[src/rtl/gpio_bank_pkg.sv]
package gpio_bank_pkg;

    localparam int BANK_W = 32;
    localparam int GRP_W  = 8;
    localparam int NUM_GRP = BANK_W / GRP_W;
    localparam int IDX_W  = 4;

    localparam logic [1:0] SIZE_WORD = 2'b10;

    typedef enum logic [IDX_W-1:0] {
        IDX_LEVEL = 4'd0,
        IDX_LATCH = 4'd1,
        IDX_DIR   = 4'd2,
        IDX_MASK  = 4'd3,
        IDX_IEN   = 4'd4,
        IDX_SENS0 = 4'd5,
        IDX_SENS1 = 4'd6,
        IDX_SENS2 = 4'd7,
        IDX_STAT  = 4'd8,
        IDX_RTOL  = 4'd9,
        IDX_DEB0  = 4'd10,
        IDX_DEB1  = 4'd11,
        IDX_SRC0  = 4'd12,
        IDX_SRC1  = 4'd13
    } reg_idx_e;

    typedef struct packed {
        logic [BANK_W-1:0] latch;
        logic [BANK_W-1:0] level;
        logic [BANK_W-1:0] dir;
        logic [BANK_W-1:0] mask;
        logic [BANK_W-1:0] ien;
        logic [BANK_W-1:0] sens0;
        logic [BANK_W-1:0] sens1;
        logic [BANK_W-1:0] sens2;
        logic [BANK_W-1:0] stat;
        logic [BANK_W-1:0] rtol;
        logic [BANK_W-1:0] deb0;
        logic [BANK_W-1:0] deb1;
        logic [BANK_W-1:0] src0;
        logic [BANK_W-1:0] src1;
    } bank_regs_t;

    typedef struct packed {
        bank_regs_t        regs;
        logic [BANK_W-1:0] sync1;
        logic [BANK_W-1:0] sync2;
        logic [BANK_W-1:0] rdata;
    } bank_state_t;

    // One writable owner bit at the bottom of every group
    function automatic logic [BANK_W-1:0] owner_bits();
        logic [BANK_W-1:0] r;
        r = '0;
        for (int g = 0; g < NUM_GRP; g++) r[g*GRP_W] = 1'b1;
        return r;
    endfunction

    function automatic logic [BANK_W-1:0] lane_merge(
        input logic [BANK_W-1:0] old_v,
        input logic [BANK_W-1:0] new_v,
        input logic [BANK_W-1:0] lanes
    );
        return (old_v & ~lanes) | (new_v & lanes);
    endfunction

endpackage

[src/rtl/gpio_lane_owner.sv]
module gpio_lane_owner
    import gpio_bank_pkg::*;
(
    input  logic [BANK_W-1:0] src0,
    input  logic [BANK_W-1:0] src1,
    input  logic [1:0]        master,
    output logic [BANK_W-1:0] lanes
);
    // Expand each group's ownership match to a full byte-lane enable
    for (genvar g = 0; g < NUM_GRP; g++) begin : g_grp
        logic [1:0] code;
        assign code = {src1[g*GRP_W], src0[g*GRP_W]};
        assign lanes[g*GRP_W +: GRP_W] = {GRP_W{code == master}};
    end
endmodule

[src/rtl/gpio_read_mux.sv]
module gpio_read_mux
    import gpio_bank_pkg::*;
(
    input  bank_regs_t        regs,
    input  logic [IDX_W-1:0]  idx,
    input  logic              hit,
    output logic [BANK_W-1:0] data
);
    always_comb begin
        data = '0;
        if (hit) begin
            case (reg_idx_e'(idx))
                IDX_LEVEL: data = regs.level;
                IDX_LATCH: data = regs.latch;
                IDX_DIR:   data = regs.dir;
                IDX_MASK:  data = regs.mask;
                IDX_IEN:   data = regs.ien;
                IDX_SENS0: data = regs.sens0;
                IDX_SENS1: data = regs.sens1;
                IDX_SENS2: data = regs.sens2;
                IDX_STAT:  data = regs.stat;
                IDX_RTOL:  data = regs.rtol;
                IDX_DEB0:  data = regs.deb0;
                IDX_DEB1:  data = regs.deb1;
                IDX_SRC0:  data = regs.src0;
                IDX_SRC1:  data = regs.src1;
                default:   data = '0;
            endcase
        end
    end
endmodule

[src/rtl/gpio_owned_bank.sv]
module gpio_owned_bank
    import gpio_bank_pkg::*;
#(
    parameter int                ADDR_W    = 8,
    parameter logic [BANK_W-1:0] VALID_IN  = 32'hFFFF_FF0F,
    parameter logic [BANK_W-1:0] VALID_OUT = 32'h0FFF_FF0F
) (
    input  logic              clk,
    input  logic              rst_n,
    input  logic              req_valid,
    input  logic              req_write,
    input  logic [1:0]        req_size,
    input  logic [1:0]        req_master,
    input  logic [ADDR_W-1:0] req_addr,
    input  logic [BANK_W-1:0] req_wdata,
    output logic [BANK_W-1:0] rsp_rdata,
    input  logic [BANK_W-1:0] pin_in,
    output logic [BANK_W-1:0] pin_out,
    output logic [BANK_W-1:0] pin_oe
);
    localparam int                IDX_LO   = 2;
    localparam int                IDX_HI   = IDX_LO + IDX_W - 1;
    localparam logic [BANK_W-1:0] WR_KEEP  = VALID_IN | VALID_OUT;
    localparam logic [BANK_W-1:0] SRC_KEEP = owner_bits();
    localparam int                NUM_REGS = 14;

    bank_state_t       q, d;
    logic [BANK_W-1:0] lanes;
    logic [BANK_W-1:0] rd_word;
    logic              hit;
    logic [IDX_W-1:0]  idx;

    assign idx = req_addr[IDX_HI:IDX_LO];

    // Word-aligned, inside the decoded window, and a defined register
    always_comb begin
        hit = (req_addr[IDX_LO-1:0] == '0) && (32'(idx) < NUM_REGS);
        if (ADDR_W > IDX_HI + 1) begin
            for (int b = IDX_HI + 1; b < ADDR_W; b++) begin
                if (req_addr[b]) hit = 1'b0;
            end
        end
    end

    gpio_lane_owner u_owner (
        .src0   (q.regs.src0),
        .src1   (q.regs.src1),
        .master (req_master),
        .lanes  (lanes)
    );

    gpio_read_mux u_rmux (
        .regs (q.regs),
        .idx  (idx),
        .hit  (hit),
        .data (rd_word)
    );

    always_comb begin
        logic              wr_ok;
        logic              rd_ok;
        logic [BANK_W-1:0] wclean;

        d      = q;
        wr_ok  = req_valid && req_write && (req_size == SIZE_WORD) && hit;
        rd_ok  = req_valid && !req_write && (req_size == SIZE_WORD);
        wclean = req_wdata & WR_KEEP;

        // Input synchronizer
        d.sync1 = pin_in;
        d.sync2 = q.sync1;

        // Visible level: frozen, from latch, or from synchronized pin
        d.regs.level = (q.regs.mask & q.regs.level)
                     | (~q.regs.mask & ((q.regs.dir & q.regs.latch)
                                      | (~q.regs.dir & q.sync2)));

        if (wr_ok) begin
            case (reg_idx_e'(idx))
                IDX_LEVEL: d.regs.latch = lane_merge(q.regs.latch, wclean, lanes);
                IDX_DIR:   d.regs.dir   = lane_merge(q.regs.dir,   wclean, lanes);
                IDX_MASK:  d.regs.mask  = wclean & VALID_IN;
                IDX_IEN:   d.regs.ien   = lane_merge(q.regs.ien,   wclean, lanes);
                IDX_SENS0: d.regs.sens0 = lane_merge(q.regs.sens0, wclean, lanes);
                IDX_SENS1: d.regs.sens1 = lane_merge(q.regs.sens1, wclean, lanes);
                IDX_SENS2: d.regs.sens2 = lane_merge(q.regs.sens2, wclean, lanes);
                IDX_STAT:  d.regs.stat  = wclean;
                IDX_RTOL:  d.regs.rtol  = lane_merge(q.regs.rtol,  wclean, lanes);
                IDX_DEB0:  d.regs.deb0  = lane_merge(q.regs.deb0,  wclean, lanes);
                IDX_DEB1:  d.regs.deb1  = lane_merge(q.regs.deb1,  wclean, lanes);
                IDX_SRC0:  d.regs.src0  = wclean & SRC_KEEP;
                IDX_SRC1:  d.regs.src1  = wclean & SRC_KEEP;
                default:   ; // latch readback is read-only
            endcase
        end

        d.rdata = rd_ok ? rd_word : '0;
    end

    always_ff @(posedge clk or negedge rst_n) begin
        if (!rst_n) q <= '0;
        else        q <= d;
    end

    assign rsp_rdata = q.rdata;
    assign pin_out   = q.regs.level;
    assign pin_oe    = q.regs.dir;

endmodule

[config.mk]
export PLATFORM = sky130hd
export DESIGN_NAME = gpio_owned_bank
export DESIGN_NICKNAME = d
export VERILOG_FILES = /design/src/rtl/gpio_bank_pkg.sv /design/src/rtl/gpio_lane_owner.sv /design/src/rtl/gpio_read_mux.sv /design/src/rtl/gpio_owned_bank.sv
export SDC_FILE = /design/constraint.sdc
export NUM_CORES = 1
export LEC_CHECK = 0
export BUFFER_PORTS_ARGS = -buffer_cell sky130_fd_sc_hd__buf_2
export CAP_MARGIN = 40
export CORE_MARGIN = 2
export CORE_UTILIZATION = 50
export DETAILED_ROUTE_END_ITERATION = 7
export PLACE_DENSITY = 0.79
export SLEW_MARGIN = 5
export SYNTH_ARGS = -nofsm -noshare
export SYNTH_HDL_FRONTEND = slang
export SYNTH_HIERARCHICAL = 1
export SYNTH_SLANG_ARGS = --single-unit
[constraint.sdc]
create_clock -name clk -period 2 [get_ports clk]
set_clock_uncertainty 0.1 [all_clocks]
set_input_delay 0.4 -clock clk [delete_from_list [all_inputs] [get_ports clk]]
set_output_delay 0.4 -clock clk [all_outputs]
set_load 0.02 [all_outputs]
# Yosys cells after proc, flatten, opt, wreduce, memory -nomap -nowiden

Index checks and enable logic that the tools add are counted.

Logic and storage cells: 91
Bits in registers: 480

Reductions and logical operators: 22
Muxes and demuxes: 5
Order comparisons: 1
Equal/unequal tests: 18
Bitwise logic cells: 28

Operator list:

| kind                 | number |
|---|---|
| $and A32 B32 Y32     | 14 |
| $pmux W32 S14        | 1 |
| $or A32 B32 Y32      | 11 |
| $not A32 Y32         | 3 |
| $mux W32             | 2 |
| $reduce_and A2 Y1    | 13 |
| $eq A4 B4 Y1 const B | 6 |
| $eq A4 B3 Y1 const B | 4 |
| $eq A2 B2 Y1         | 4 |
| $eq A4 B2 Y1 const B | 2 |
| $logic_and A1 B1 Y1  | 6 |
| $eq A4 B1 Y1 const B | 1 |
| $logic_not A4 Y1     | 1 |
| $lt A4 B4 Y1 const B | 1 |
| $eq A2 B2 Y1 const B | 1 |
| $logic_not A2 Y1     | 1 |
| $mux W1              | 2 |
| $logic_not A1 Y1     | 1 |

# Longest topological paths before layout

Depth after elaboration: 6
Depth in mapped cells: 9

# Hierarchy

The synthesis kept the hierarchy.

Modules (own cells, without submodules):

| module          | seq. area each (µm²) | area each (µm²) | cells an instance | times used |
|---|---|---|---|---|
| gpio_owned_bank | 12011.5              | 19862.8         | 1491              | 1 |
| gpio_read_mux   | 0.0                  | 4042.6          | 540               | 1 |
| gpio_lane_owner | 0.0                  | 295.3           | 40                | 1 |

# Worst setup path after synthesis

Ideal clock, no wire load.

Path type: input port to flip-flop
From: in req_addr[1]
To: reg q[268] (netlist bit)
Library setup time: 0.125 ns
Slack: -0.287 ns
Data required time: 1.775 ns
Stages: 5
Data arrival time: 2.062 ns
Cell sequence: or4_4 > or4_1 > buf_6 > buf_8 > mux2_4

Longest elaborated chain between the ends: 6

Ends and longest elaborated chain:

| what                               | RTL line               | RTL |
|---|---|---|
| start: declaration                 | gpio_owned_bank.sv:14  | `input logic [ADDR_W-1:0] req_addr,` |
| $logic_not A2 Y1                   | gpio_owned_bank.sv:37  | `hit = (req_addr[IDX_LO-1:0] == '0) && (32'(idx) < NUM_REGS);` |
| $logic_and A1 B1 Y1                | gpio_owned_bank.sv:37  |  |
| $mux W1 (2 in series)              | gpio_owned_bank.sv:40  | `if (req_addr[b]) hit = 1'b0;` |
| $logic_and A1 B1 Y1                | gpio_owned_bank.sv:65  | `wr_ok = req_valid && req_write && (req_size == SIZE_WORD) && hit;` |
| $reduce_and A2 Y1 (no source line) | -                      |  |
| end signal: assignment             | gpio_owned_bank.sv:101 | `if (!rst_n) q <= '0;` |
| end signal: assignment             | gpio_owned_bank.sv:102 | `else q <= d;` |
| end: declaration                   | gpio_owned_bank.sv:27  | `bank_state_t q, d;` |

No other way between the ends.
A chain may end at the register's enable or synchronous reset.

# Worst setup path after layout

From: reg q[96] (netlist bit)
To: reg q, in the netlist pin_oe[4]

Longest elaborated chain between the ends: 4
Elaborated cells on any way between the ends: 5
Classes of those cells: 1 x eq/ne; 4 x bitwise

Ends and longest elaborated chain:

| what                | RTL line              | RTL |
|---|---|---|
| $eq A2 B2 Y1 (*)    | gpio_lane_owner.sv:13 | `assign lanes[g*GRP_W +: GRP_W] = {GRP_W{code == master}};` |
| via lanes[0]        | gpio_owned_bank.sv:28 | `logic [BANK_W-1:0] lanes;` |
| $not A32 Y32        | gpio_bank_pkg.sv:64   | `return (old_v & ~lanes) \| (new_v & lanes);` |
| $and A32 B32 Y32    | gpio_bank_pkg.sv:64   |  |
| $or A32 B32 Y32 (*) | gpio_bank_pkg.sv:64   |  |

Mark *: on every way through the listed nets, which the timed path passes. The rest lies on a longest branch.

==> impl_metrics.json <==
{
  "status": "complete, no violations",
  "critPathArrivalTime_ns": 2.27,
  "synthArstFlopShare_pct": 100,
  "drc": 0,
  "die_h_um": 224,
  "antenna_found_initial": 2,
  "clock.fmax_ghz": 0.523,
  "cpPeakStageDelay_ns": 0.44,
  "nets": 2348,
  "vias": 18588,
  "clockBufferDepth": 3,
  "setup_violations": 0,
  "rr_startpoint": "q[96]",
  "netlist_top_cells_area": "dfrtp_1 (50%), mux2_2 (14%), nand4_1 (6.5%)",
  "fillers": 3593,
  "die-area_sq_um": 50200,
  "ctsRootBufferMaster": "clkbuf_16",
  "pre_cts_ws_ns": -0.381,
  "ys_seq_elements": 480,
  "track_usage_pct": 28.6,
  "final_layout_size_suffix_gt1_share_pct": 36.8,
  "grt_overflow": 0,
  "grt_pass1_wl_mm": 111,
  "worstSetupPathType": "flop to flop",
  "first_global_vias": 19160,
  "ios": 176,
  "finalHoldViolations": 0,
  "power.density_nw_per_um2": 744,
  "worst_pin_slew_ns": 0.726,
  "p_int_w": 0.0162,
  "via_per_inst": 6.36,
  "drtAntennaViolNets": 0,
  "drt-wirelength-per-cell_um": 24.5,
  "maxSlewHeadroom_pct": 51.6,
  "slew_viol_final": 0,
  "post_cts_buffers": 0,
  "drt-total-wl_mm": 71.8,
  "vdd_drop_max_uv": 647,
  "cp-endpoint": "pin_oe[4]",
  "clk_latency_ns": 0.60,
  "hold_path.class": "input pin to flop",
  "coreArea_sq_um": 47700,
  "synth_flop_cell": "dfrtp_1",
  "grt_max_degree": 70,
  "drtIter0Drc": 2115,
  "start_kind": "flop",
  "yosysWarnings": 6,
  "layout_commonest_cell": "dfrtp_1",
  "worstSetupEndpointType": "flop",
  "final_cell_mix": "dfrtp_1 (480), mux2_2 (294), nand4_1 (252), buf_4 (177), buf_2 (167)",
  "synth_area_sq_um": 24200,
  "die_w_um": 224,
  "place_hpwl_mm": 47.0,
  "avgSynthCellArea_sq_um": 11.7,
  "r2r_end": "pin_oe[4]",
  "start_util_pct": 50.7,
  "critPathLaunch": "q[96]",
  "worst-path-stages": 5,
  "port_buffers": 171,
  "cts_max_level": 2,
  "rows": 80,
  "leakage_nw": 13.3,
  "area_growth_pct": 18.6,
  "cap_violations": 0,
  "synthCells": 2071,
  "path_max_fanout": 39,
  "cts.sinks": 480,
  "synth-seq-area-share_pct": 49.6,
  "seq_power_share_pct": 46.3,
  "switching_share_pct": 24.2,
  "dr.pass1.iters": 8,
  "fin_ws_ns": 0.0873,
  "rsz0062_at_grt": "false",
  "gp_congestion": 0.899,
  "cp_slowest_cell": "dfrtp_1",
  "clkPwrFrac_pct": 45.0,
  "multiInputGateArea_sq_um": 10600,
  "period_share_pct": 95.6,
  "path_clk_slew_ns": 0.06,
  "synth_top_area_cell": "dfrtp_1",
  "finalInstanceArea_sq_um": 28700,
  "p_sw_w": 0.00518,
  "power_w": 0.0214,
  "reg2reg_depth": 5,
  "cpLargestDelayFamily": "simple AND/OR/NAND/NOR gates",
  "path_cells": "xor2_1 -> nor2_2 -> buf_12 -> and3_1 -> a21boi_0",
  "critPathBufInv": 1,
  "place_area_sq_um": 26700,
  "cp.required_ns": 2.36,
  "synth_top_area_share_pct": 49.6,
  "cts_buffers": 50,
  "ff_latch_area_sq_um": 12000,
  "cts_tree": "done",
  "reg2reg_slack_ns": 0.09,
  "finalCriticalPeriod_ns": 1.91,
  "yosysUniqueCellTypes": 69,
  "p_comb_share_pct": 8.6,
  "synth-edff-count": 0
}
-- metrics by stage --
| step | util (%) | hold slack, ns | setup TNS [ns] | cells |
|---|---|---|---|---|
| after floorplan | - | 0.00441 | -4.64 | 2134 |
| after global placement | 55.9 | 0.232 | -46.61 | 2798 |
| final | 60.1 | 0.0861 | 0 | 2924 |
| after detailed placement | 55.9 | 0.235 | -57.75 | 2798 |
| after CTS | 60.1 | 0.0639 | 0 | 2921 |
| after global routing | 60.1 | 0.0867 | 0 | 2922 |
-- what timing repair did --
| action | 4_1_cts | 5_1_grt |
|---|---|---|
| resized for setup | 0 | 1 |
| setup endpoints to repair | 0 | 2 |
| hold buffers | 33 | 0 |
| endpoints found under the hold margin | 224 | 0 |
-- power groups by stage --
stage	logic, W	registers, W	clock network (W)
5_1_grt	0.00195	0.00991	0.0101
4_1_cts	0.00181	0.00991	0.00973
2_1_floorplan	0.000857	0.0101	0
3_3_place_gp	0.00171	0.0101	0
3_5_place_dp	0.00175	0.0101	0
6_report	0.00184	0.00991	0.00962
-- worst reg2reg max path: cells and delay by family, from the launching register on --
| family | cells | cell delay, ns |
|---|---|---|
| compound gates | 1 | 0.15 |
| xor+xnor | 1 | 0.17 |
| buf+inv | 1 | 0.26 |
| flops | 1 | 0.44 |
| simple gates | 2 | 0.65 |
-- layout make-up --
| class | count | share of cell area [%] |
|---|---|---|
| antenna | 3 | 0.0261 |
| clock buffer | 80 | 5.56 |
| clock inverter | 10 | 0.375 |
| inverter | 6 | 0.0784 |
| multi-input combinational | 1297 | 36.9 |
| sequential | 480 | 41.8 |
| tap | 615 | 2.68 |
| timing repair buffer | 433 | 12.6 |
-- worst min-delay path by stage --
stage | startpoint | to | slack, ns | cells after the start
floorplan | rst_n | asynchronous set/reset pin | 0.004 | 0
global placement | d[50] | q[50] | 0.23 | 0
detailed placement | d[37] | q[37] | 0.23 | 0
CTS | req_wdata[21] | flop | 0.06 | 2
global route | req_wdata[14] | flop | 0.09 | 2
finish | req_wdata[21] | flop | 0.09 | 2
-- cells in the mapped netlist (7+ instances only) --
| master | n |
|---|---|
| a221oi_1 | 15 |
| o22ai_1 | 20 |
| o2bb2ai_2 | 8 |
| mux2i_1 | 121 |
| buf_4 | 136 |
| a22o_1 | 33 |
| a21boi_0 | 36 |
| and2_1 | 39 |
| nand3_1 | 9 |
| buf_2 | 42 |
| mux2_4 | 20 |
| nand3b_1 | 11 |
| nor2_1 | 46 |
| nor3_1 | 7 |
| xor2_1 | 8 |
| o21ai_0 | 48 |
| nand4_1 | 252 |
| dfrtp_1 | 480 |
| mux2_2 | 294 |
| a22oi_1 | 60 |
| a21oi_1 | 21 |
| o2bb2ai_1 | 14 |
| and3_1 | 8 |
| o32ai_2 | 10 |
| buf_6 | 11 |
| nand2_1 | 46 |
| buf_1 | 13 |
| a211oi_1 | 13 |
| clkbuf_1 | 147 |
| a31oi_1 | 26 |
| mux2_1 | 7 |
-- cells by family after synthesis --
kind of cell | count (synthesis) | share of synthesized area, %
flip-flops | 480 | 49.6
AND/OR/NAND/NOR | 460 | 11.4
multiplexers | 442 | 20.3
buffers and inverters | 357 | 8.30
AO/OA/AOI/OAI | 323 | 10.2
XOR/XNOR | 8 | 0.290
other | 1 | 0.0155
-- metal layers --
layer	track usage, %	vias up	part of all wire (%)
met4	14.6	2	5.1
met2	44.8	1061	46
li1	-	7934	-
met5	0	-	0.015
met3	6.40	252	9.5
met1	37.3	9339	39
No activity file was read; power rests on OpenSTA's default activity.
